--- src/rtl/i2cs_pkg.sv ---
package i2cs_pkg;

    localparam int REG_W  = 16;
    localparam int OFS_W  = 2;

    localparam logic [OFS_W-1:0] OFS_RX   = 2'd0;
    localparam logic [OFS_W-1:0] OFS_TX   = 2'd1;
    localparam logic [OFS_W-1:0] OFS_STAT = 2'd2;
    localparam logic [OFS_W-1:0] OFS_CTRL = 2'd3;

    // control word field positions
    localparam int CTRL_IE_RX   = 8;
    localparam int CTRL_IE_TX   = 9;
    localparam int CTRL_IE_STOP = 10;
    localparam int CTRL_STOPF   = 15;

    typedef enum logic [2:0] {
        LK_IDLE,
        LK_ADDR,
        LK_ACK,
        LK_RX,
        LK_TX,
        LK_TXACK,
        LK_TXNEXT
    } link_st_e;

    // packed order gives the status bit positions 4..0
    typedef struct packed {
        logic rx_ready;
        logic tx_empty;
        logic busy;
        logic selected;
        logic dir;
    } status_t;

    typedef struct packed {
        logic scl;
        logic sda;
        logic scl_rise;
        logic scl_fall;
        logic start;
        logic stop;
    } bus_ev_t;

    function automatic logic [REG_W-1:0] pack_status(status_t s);
        return {{(REG_W - $bits(status_t)){1'b0}}, s};
    endfunction

endpackage

--- src/rtl/i2cs_line_sync.sv ---
module i2cs_line_sync
    import i2cs_pkg::*;
#(
    parameter int STAGES = 2
) (
    input  logic    clk,
    input  logic    rst,
    input  logic    scl_i,
    input  logic    sda_i,
    output bus_ev_t ev
);
    logic [STAGES-1:0] scl_sr, sda_sr;
    logic              scl_q, sda_q;
    logic              scl_s, sda_s;

    always_ff @(posedge clk) begin
        if (rst) begin
            scl_sr <= '1;
            sda_sr <= '1;
            scl_q  <= 1'b1;
            sda_q  <= 1'b1;
        end else begin
            scl_sr <= {scl_sr[STAGES-2:0], scl_i};
            sda_sr <= {sda_sr[STAGES-2:0], sda_i};
            scl_q  <= scl_s;
            sda_q  <= sda_s;
        end
    end

    assign scl_s = scl_sr[STAGES-1];
    assign sda_s = sda_sr[STAGES-1];

    always_comb begin
        ev.scl      = scl_s;
        ev.sda      = sda_s;
        ev.scl_rise = scl_s & ~scl_q;
        ev.scl_fall = ~scl_s & scl_q;
        ev.start    = scl_s & scl_q & sda_q & ~sda_s;
        ev.stop     = scl_s & scl_q & ~sda_q & sda_s;
    end
endmodule

--- src/rtl/i2cs_link.sv ---
module i2cs_link
    import i2cs_pkg::*;
#(
    parameter int ADDR_W = 7,
    parameter int DATA_W = 8
) (
    input  logic              clk,
    input  logic              rst,
    input  bus_ev_t           ev,
    input  logic [ADDR_W-1:0] own_addr,
    input  logic [DATA_W-1:0] tx_byte,
    output logic              sda_oe,
    output logic [DATA_W-1:0] rx_byte,
    output logic              rx_load,
    output logic              tx_done,
    output logic              sel_set,
    output logic              dir
);
    localparam int CNT_W = $clog2(DATA_W + 1);
    localparam logic [CNT_W-1:0] LAST = CNT_W'(DATA_W - 1);
    localparam logic [CNT_W-1:0] FULL = CNT_W'(DATA_W);

    link_st_e          st;
    logic [CNT_W-1:0]  cnt;
    logic [DATA_W-1:0] shreg, txsh, shift_in;
    logic              ack_drv;

    assign shift_in = {shreg[DATA_W-2:0], ev.sda};

    always_ff @(posedge clk) begin
        if (rst) begin
            st      <= LK_IDLE;
            cnt     <= '0;
            shreg   <= '0;
            txsh    <= '0;
            ack_drv <= 1'b0;
            sda_oe  <= 1'b0;
            rx_byte <= '0;
            rx_load <= 1'b0;
            tx_done <= 1'b0;
            sel_set <= 1'b0;
            dir     <= 1'b0;
        end else begin
            rx_load <= 1'b0;
            tx_done <= 1'b0;
            sel_set <= 1'b0;
            if (ev.stop) begin
                st     <= LK_IDLE;
                sda_oe <= 1'b0;
            end else if (ev.start) begin
                st     <= LK_ADDR;
                cnt    <= '0;
                sda_oe <= 1'b0;
            end else begin
                unique case (st)
                    LK_ADDR: if (ev.scl_rise) begin
                        shreg <= shift_in;
                        cnt   <= cnt + 1'b1;
                        if (cnt == LAST) begin
                            if (shift_in[DATA_W-1:1] == own_addr) begin
                                sel_set <= 1'b1;
                                dir     <= shift_in[0];
                                ack_drv <= 1'b0;
                                st      <= LK_ACK;
                            end else begin
                                st <= LK_IDLE;
                            end
                        end
                    end
                    LK_ACK: if (ev.scl_fall) begin
                        if (!ack_drv) begin
                            sda_oe  <= 1'b1;
                            ack_drv <= 1'b1;
                        end else begin
                            ack_drv <= 1'b0;
                            cnt     <= '0;
                            if (dir) begin
                                st     <= LK_TX;
                                txsh   <= tx_byte;
                                sda_oe <= ~tx_byte[DATA_W-1];
                            end else begin
                                st     <= LK_RX;
                                sda_oe <= 1'b0;
                            end
                        end
                    end
                    LK_RX: if (ev.scl_rise) begin
                        shreg <= shift_in;
                        cnt   <= cnt + 1'b1;
                        if (cnt == LAST) begin
                            rx_byte <= shift_in;
                            rx_load <= 1'b1;
                            ack_drv <= 1'b0;
                            st      <= LK_ACK;
                        end
                    end
                    LK_TX: begin
                        if (ev.scl_rise) begin
                            txsh <= txsh << 1;
                            cnt  <= cnt + 1'b1;
                            if (cnt == LAST) tx_done <= 1'b1;
                        end else if (ev.scl_fall) begin
                            if (cnt == FULL) begin
                                sda_oe <= 1'b0;
                                st     <= LK_TXACK;
                            end else begin
                                sda_oe <= ~txsh[DATA_W-1];
                            end
                        end
                    end
                    LK_TXACK: if (ev.scl_rise) begin
                        st <= ev.sda ? LK_IDLE : LK_TXNEXT;
                    end
                    LK_TXNEXT: if (ev.scl_fall) begin
                        st     <= LK_TX;
                        cnt    <= '0;
                        txsh   <= tx_byte;
                        sda_oe <= ~tx_byte[DATA_W-1];
                    end
                    default: ;
                endcase
            end
        end
    end
endmodule

--- src/rtl/i2cs_cpu_regs.sv ---
module i2cs_cpu_regs
    import i2cs_pkg::*;
#(
    parameter int ADDR_W = 7,
    parameter int DATA_W = 8
) (
    input  logic              clk,
    input  logic              rst,
    input  logic [OFS_W-1:0]  cpu_addr,
    input  logic              cpu_wr,
    input  logic              cpu_rd,
    input  logic [REG_W-1:0]  cpu_wdata,
    output logic [REG_W-1:0]  cpu_rdata,
    output logic              irq,
    input  bus_ev_t           ev,
    input  logic [DATA_W-1:0] rx_byte,
    input  logic              rx_load,
    input  logic              tx_done,
    input  logic              sel_set,
    input  logic              dir,
    output logic [ADDR_W-1:0] own_addr,
    output logic [DATA_W-1:0] tx_byte,
    output status_t           stat,
    output logic              stop_flag
);
    logic ie_rx, ie_tx, ie_stop;
    logic rd_rx, wr_tx, wr_ctrl;

    assign rd_rx   = cpu_rd && (cpu_addr == OFS_RX);
    assign wr_tx   = cpu_wr && (cpu_addr == OFS_TX);
    assign wr_ctrl = cpu_wr && (cpu_addr == OFS_CTRL);

    always_ff @(posedge clk) begin
        if (rst) begin
            stat      <= '0;
            stop_flag <= 1'b0;
            own_addr  <= '0;
            tx_byte   <= '0;
            ie_rx     <= 1'b0;
            ie_tx     <= 1'b0;
            ie_stop   <= 1'b0;
        end else begin
            if (rx_load)    stat.rx_ready <= 1'b1;
            else if (rd_rx) stat.rx_ready <= 1'b0;

            if (tx_done)    stat.tx_empty <= 1'b1;
            else if (wr_tx) stat.tx_empty <= 1'b0;

            if (ev.stop) stat.busy <= 1'b0;
            else if (ev.start || !ev.scl || !ev.sda) stat.busy <= 1'b1;

            if (ev.stop)      stat.selected <= 1'b0;
            else if (sel_set) stat.selected <= 1'b1;

            stat.dir <= dir;

            if (ev.stop && stat.selected) stop_flag <= 1'b1;
            else if (wr_ctrl && cpu_wdata[CTRL_STOPF]) stop_flag <= 1'b0;

            if (wr_tx) tx_byte <= cpu_wdata[DATA_W-1:0];
            if (wr_ctrl) begin
                own_addr <= cpu_wdata[ADDR_W-1:0];
                ie_rx    <= cpu_wdata[CTRL_IE_RX];
                ie_tx    <= cpu_wdata[CTRL_IE_TX];
                ie_stop  <= cpu_wdata[CTRL_IE_STOP];
            end
        end
    end

    always_comb begin
        cpu_rdata = '0;
        unique case (cpu_addr)
            OFS_RX:   cpu_rdata[DATA_W-1:0] = rx_byte;
            OFS_TX:   cpu_rdata[DATA_W-1:0] = tx_byte;
            OFS_STAT: cpu_rdata = pack_status(stat);
            default: begin
                cpu_rdata[ADDR_W-1:0]   = own_addr;
                cpu_rdata[CTRL_IE_RX]   = ie_rx;
                cpu_rdata[CTRL_IE_TX]   = ie_tx;
                cpu_rdata[CTRL_IE_STOP] = ie_stop;
                cpu_rdata[CTRL_STOPF]   = stop_flag;
            end
        endcase
    end

    assign irq = (stat.rx_ready & ie_rx) | (stat.tx_empty & ie_tx) | (stop_flag & ie_stop);
endmodule

--- src/rtl/i2c_slave_status.sv ---
module i2c_slave_status
    import i2cs_pkg::*;
#(
    parameter int ADDR_W      = 7,
    parameter int DATA_W      = 8,
    parameter int SYNC_STAGES = 2
) (
    input  logic        clk,
    input  logic        rst,
    input  logic        scl_i,
    input  logic        sda_i,
    output logic        sda_oe,
    input  logic [1:0]  cpu_addr,
    input  logic        cpu_wr,
    input  logic        cpu_rd,
    input  logic [15:0] cpu_wdata,
    output logic [15:0] cpu_rdata,
    output logic        irq
);
    bus_ev_t           ev;
    status_t           stat;
    logic              stop_flag;
    logic [DATA_W-1:0] rx_byte, tx_byte;
    logic [ADDR_W-1:0] own_addr;
    logic              rx_load, tx_done, sel_set, dir;

    i2cs_line_sync #(.STAGES(SYNC_STAGES)) u_sync (
        .clk   (clk),
        .rst   (rst),
        .scl_i (scl_i),
        .sda_i (sda_i),
        .ev    (ev)
    );

    i2cs_link #(.ADDR_W(ADDR_W), .DATA_W(DATA_W)) u_link (
        .clk      (clk),
        .rst      (rst),
        .ev       (ev),
        .own_addr (own_addr),
        .tx_byte  (tx_byte),
        .sda_oe   (sda_oe),
        .rx_byte  (rx_byte),
        .rx_load  (rx_load),
        .tx_done  (tx_done),
        .sel_set  (sel_set),
        .dir      (dir)
    );

    i2cs_cpu_regs #(.ADDR_W(ADDR_W), .DATA_W(DATA_W)) u_regs (
        .clk       (clk),
        .rst       (rst),
        .cpu_addr  (cpu_addr),
        .cpu_wr    (cpu_wr),
        .cpu_rd    (cpu_rd),
        .cpu_wdata (cpu_wdata),
        .cpu_rdata (cpu_rdata),
        .irq       (irq),
        .ev        (ev),
        .rx_byte   (rx_byte),
        .rx_load   (rx_load),
        .tx_done   (tx_done),
        .sel_set   (sel_set),
        .dir       (dir),
        .own_addr  (own_addr),
        .tx_byte   (tx_byte),
        .stat      (stat),
        .stop_flag (stop_flag)
    );
endmodule

--- config.mk ---
export PLATFORM = sky130hd
export DESIGN_NAME = i2c_slave_status
export DESIGN_NICKNAME = d
export VERILOG_FILES = /design/src/rtl/i2cs_pkg.sv /design/src/rtl/i2cs_line_sync.sv /design/src/rtl/i2cs_link.sv /design/src/rtl/i2cs_cpu_regs.sv /design/src/rtl/i2c_slave_status.sv
export SDC_FILE = /design/constraint.sdc
export NUM_CORES = 1
export LEC_CHECK = 0
export BUFFER_PORTS_ARGS = -buffer_cell sky130_fd_sc_hd__buf_2
export CORE_MARGIN = 2
export CORE_UTILIZATION = 52
export DETAILED_ROUTE_END_ITERATION = 12
export PLACE_DENSITY_LB_ADDON = 0.12
export SLEW_MARGIN = 20
export SYNTH_ARGS = -nofsm -noshare
export SYNTH_HDL_FRONTEND = slang
export SYNTH_HIERARCHICAL = 1
export SYNTH_SLANG_ARGS = --single-unit
--- constraint.sdc ---
create_clock -name clk -period 1.76 [get_ports clk]
set_input_delay 0.352 -clock clk [delete_from_list [all_inputs] [get_ports clk]]
set_output_delay 0.352 -clock clk [all_outputs]
set_load 0.005 [all_outputs]
Word-level counts from Yosys, hierarchy flattened
Index checks and enable logic that the tools add are counted.
Storage, ports and cells
  input bits: 24
  word-level logic and storage cells: 183
  register bits: 66
  output and inout bits: 18
Cells by class
  bitwise logic cells: 25
  mux-type cells: 57
  add/subtract/negate cells: 1
  equality and inequality tests: 38
  reduce and logical (&&, ||, !) cells: 35
Operator list (number)
  $mux 3: 14
  $mux 8: 5
  $mux 1: 25
  $pmux 8 s3: 1
  $reduce_and 12->1: 2
  $ne 3x2->1 const B: 7
  $pmux 7 s3: 1
  $mux 4: 5
  $pmux 3 s6: 1
  $ne 2x2->1 const B: 8
  $ne 3x1->1 const B: 5
  $not 1->1: 13
  $ne 2x1->1 const B: 6
  $pmux 4 s3: 1
  $reduce_and 6->1: 2
  $and 1x1->1: 10
  $reduce_and 5->1: 2
  $eq 3x3->1 const B: 3
  $reduce_and 9->1: 1
  $reduce_or 3->1: 3
  $reduce_and 8->1: 1
  $reduce_or 4->1: 2
  $eq 7x7->1: 1
  $reduce_bool 7->1: 1
  22 further kinds: 36

Depth between registers and ports, before layout
  depth after elaboration: 6
  mapped depth: 7
  mapped depth without buffers: 6

Cells and area by module
The synthesis kept the hierarchy.
By module, submodules not included
  i2cs_link: times used 1, sequential area each 720.7 um^2, area an instance 1853.0 um^2, cells each 206
  i2cs_cpu_regs: times used 1, sequential area each 480.5 um^2, area an instance 1267.5 um^2, cells each 122
  i2cs_line_sync: times used 1, sequential area each 120.1 um^2, area an instance 205.2 um^2, cells each 18

Least setup slack after synthesis
No wires, ideal clock.
  path kind: register to register
  start point: register u_sync.scl_sr[1]
  end point: register u_link.txsh[0]
  cell stages (with the launch flop): 8
  clock period less this slack: 1.781 ns
  required time: 1.632 ns
  buffers on the path: 1
  setup slack: -0.021 ns
  data arrival time: 1.653 ns
  setup time: 0.128 ns
  path through: dfxtp_1 -> and4b_1 -> nor2_1 -> o21ai_0 -> or4_1 -> buf_2 -> mux2i_1 -> nor2_1
RTL lines
  start: declaration: line i2cs_line_sync.sv:12  | logic [STAGES-1:0] scl_sr, sda_sr;
  start signal: assignment: line i2cs_line_sync.sv:23  | scl_sr <= {scl_sr[STAGES-2:0], scl_i};
  end signal: assignment: line i2cs_link.sv:79  | txsh <= tx_byte;
  end signal: assignment: line i2cs_link.sv:99  | txsh <= txsh << 1;
  end signal: assignment: line i2cs_link.sv:117  | txsh <= tx_byte;
  end: declaration: line i2cs_link.sv:25  | logic [DATA_W-1:0] shreg, txsh, shift_in;

Final worst setup path
  start point: register u_regs.own_addr[1]
  end point: register u_link.dir
Between the ends
  word-level cells in the longest chain between the ends: 2
Ends and longest elaborated chain
  start: declaration: line i2cs_cpu_regs.sv:21  | output logic [ADDR_W-1:0] own_addr,
  start signal: assignment: line i2cs_cpu_regs.sv:62  | own_addr <= cpu_wdata[ADDR_W-1:0];
  $eq 7x7->1: line i2cs_link.sv:60  | if (shift_in[DATA_W-1:1] == own_addr) begin
  $reduce_and 6->1 (no source line)
  end signal: assignment: line i2cs_link.sv:62  | dir <= shift_in[0];
  end: declaration: line i2cs_link.sv:17  | output logic dir
No other way between the ends.
A chain may end at the register's enable or synchronous reset.

==> metrics.txt <==
1st-pass router iterations=4; min-delay worst type=in2reg; Synth Flop Type=dfxtp_1; number of enable flip-flop cells after synthesis=0; layout cells sized above 1=approximately a third; worst hold margin=between 0.15 and 0.2 ns; initial antenna violation count=0; drt wl/cell=16.51 um; total gr overflow=0; CTS Buffer Depth=2; DR top layer=met4; Post-DP Area=~0.0038 sq mm; family with the most delay on the worst path=simple AND/OR/NAND/NOR gates; worst vdd ir=0.6586 mV; Core Region=roughly 0.0063 sq mm; Finished Core Util=~65%; # DRC=0; leakage=around 0.0018 uW; first-pass GRT wire length=approximately 13 mm; crit path DAT=2.02 ns; Non-Filler Instances=approximately 500; final instance area=just over 0.004 sq mm; die height=83.97 um; IO Pins=42; post-synthesis instance total=around 350; root buf cell=clkbuf_8; CP Max Fanout=2; met3 WL=~240 um; f_max=about 0.57 GHz; Pwr Total=roughly 3400 uW; clock buffer count from CTS=9; Mapped Area=0.003326 sq mm; met2 WL=~3.9 mm; crit path cell chain=xnor2_2 -> nand3_2 -> or4_4 -> or4b_1 -> o31ai_1; CP endpoint kind=flip-flop; Unique masters post-synth=58; Area Overhead vs Synth=23.48%; gpl congestion=about 0.84; Setup violations, final=1; nets=435; startpoint types=flip-flop; part of the cycle the worst path needs=100.1%; die width=approximately 84 um; # diodes=0; synthesized area per cell=9.612 sq um; vias per std cell=around 5.5; CP bufs+invs=0; asr flop ratio synth=0%; max-slew violation count=0; dpl hpwl=between 5 and 6 mm; CP max stage cell=or4_4; H-tree Lvls=3; Final Skew=between 0.006 and 0.007 ns; status=complete, but fails checks; Final ANT Viol Nets=0; crit path time final=around 1.8 ns; Die Area=0.007051 sq mm; worst setup margin=-0.002462 ns; largest net degree at the start of global routing=43; register area share after synthesis=around two fifths; critical setup path kind=reg2reg; register bit total from synthesis=66; num rows=29; RSZ-0062 raised after global routing=yes; max-cap viol count=0; Initial Util=a little over half; Largest stage delay, worst path=roughly 0.49 ns; PwrDens=slightly above 800 mW/mm^2; Tot GR Track Use=23.90%; Clock Latency Late Sink=approximately 0.34 ns; failing checks=setup timing; Worst-path clk slew=0.07 ns; Sink Count=66; DRT met1 WL=between 3 and 4 mm; Worst EP required=around 2 ns; Fin. Hold Viols=0; CTS tree=built; input/output buffers=33; final WL=8.107 mm; placed insts=~470; CTS Hold Buffers Added=0; synth warn=6; vias in the first global route=2644; vias=2710; initial DRC count=~110
==> final cells by class <==
type,instances,area [sq um]
clock buffer,10,127.6
timing repair buffer,74,525.5
tap,77,96.34
sequential,66,1339
fill,542,2171
multi-input combinational,246,1883
inverter,12,45.04
clock inverter,6,90.09
==> per-stage QoR <==
stage                 TNS, ns  worst slack (ns)
floorplan                   0           0.02345
global placement      -0.3410          -0.04120
detailed placement    -0.4239          -0.05279
CTS                         0          0.002666
global route          -0.3976          -0.09817
finish              -0.002462         -0.002462
==> worst paths after layout <==
path / start / end / slack (ns) / depth (start not counted)
max: u_regs/own_addr[1] / u_link/dir / -0.002 / 5
min reg2reg: u_sync/sda_sr[0] / u_sync/sda_sr[1] / 0.41 / 1
max reg2reg: u_regs/own_addr[1] / u_link/dir / -0.002 / 5
min: sda_i / u_sync/sda_sr[0] / 0.18 / 2
==> power breakdown <==
part | internal (uW) | switching [uW]
clock network | 803 | 608
logic | 198 | 205
registers | 1520 | 35.3
==> layer usage <==
| metal | track usage [%] | vias up |
|---|---|---|
| met1 | 31.43 | 1306 |
| met3 | 6.231 | 13 |
| met2 | 38.98 | 56 |
| met4 | 6.598 | 0 |
| li1 | - | 1335 |
| met5 | 0 | - |
==> cells in the final DEF (no fill, tap or decap), drive strengths merged, types with 2 or more instances in the layout <==
master,count
xnor2,7
o22ai,2
dfxtp,66
buf,74
o21ai,8
nand2b,34
or2,7
and3,7
o32ai,2
bufinv,2
mux4,5
ha,2
a21o,2
nor3,10
mux2i,47
nor2,32
mux2,7
nand3,8
nand4,2
nand2,8
and2,4
clkinv,2
a21oi,11
a221oi,2
a311oi,3
clkbuf,10
or3,3
conb,4
nor2b,6
and3b,2
and4b,2
or4,2
inv,13
==> cells in the mapped netlist (all sizes together) (2+ instances only) <==
cell type / n / area, sq um
and4b: 2 / 20.02
nand3: 8 / 45.04
inv: 12 / 45.05
xnor2: 7 / 61.31
nand2b: 34 / 212.7
a311oi: 3 / 32.53
buf: 18 / 126.4
and2: 4 / 25.02
and3b: 2 / 17.52
o22ai: 2 / 12.51
nor3: 10 / 50.05
mux2i: 47 / 470.5
o21ai: 8 / 40.04
nor2: 32 / 127.6
nand4: 2 / 12.51
nor2b: 6 / 37.54
or3: 3 / 18.77
ha: 2 / 25.02
o32ai: 2 / 17.52
dfxtp: 66 / 1321
a221oi: 2 / 17.52
mux2: 7 / 78.83
a21oi: 11 / 58.81
or2: 7 / 43.79
mux4: 5 / 116.4
nand2: 8 / 30.03
a21o: 2 / 15.01
clkbuf: 7 / 26.28
and3: 7 / 48.80
or4: 2 / 18.77
==> worst reg2reg max path, delay by kind of cell (launching register included) <==
| kind | cells | cell delay, ns |
|---|---|---|
| xor+xnor | 1 | 0.18 |
| compound gates | 1 | 0.08 |
| flops | 1 | 0.34 |
| simple gates | 3 | 1.07 |
==> registers in the layout, indices dropped and copies added, names as in the netlist, 2 cells and up <==
name             cells
u_link/txsh          8
u_sync/sda_sr        2
u_regs/own_addr      7
u_link/cnt           4
u_regs/stat          5
u_link/st            3
u_sync/scl_sr        2
u_regs/tx_byte       8
u_link/shreg         7
u_link/rx_byte       8
==> kinds of logic (layout without fill, tap and decap cells) <==
| group | Yosys count | in the layout | synth area share, % |
|---|---|---|---|
| AND/OR/NAND/NOR | 133 | 133 | 22.87 |
| flip-flops | 66 | 66 | 39.73 |
| multiplexers | 59 | 59 | 20.02 |
| AO/OA/AOI/OAI | 41 | 41 | 8.729 |
| buffers and inverters | 37 | 102 | 5.945 |
| XOR/XNOR | 7 | 7 | 1.844 |
| adder cells (fa/ha/maj) | 2 | 2 | 0.7523 |
| other | 1 | 4 | 0.1128 |
==> what timing repair did <==
action	in CTS	in global routing
setup buffers	0	5
pin swaps	2	9
endpoints found under the setup margin	15	22
gates resized for setup	13	20
cloned	0	0
Note: power is estimated with default switching activity, not from simulation.
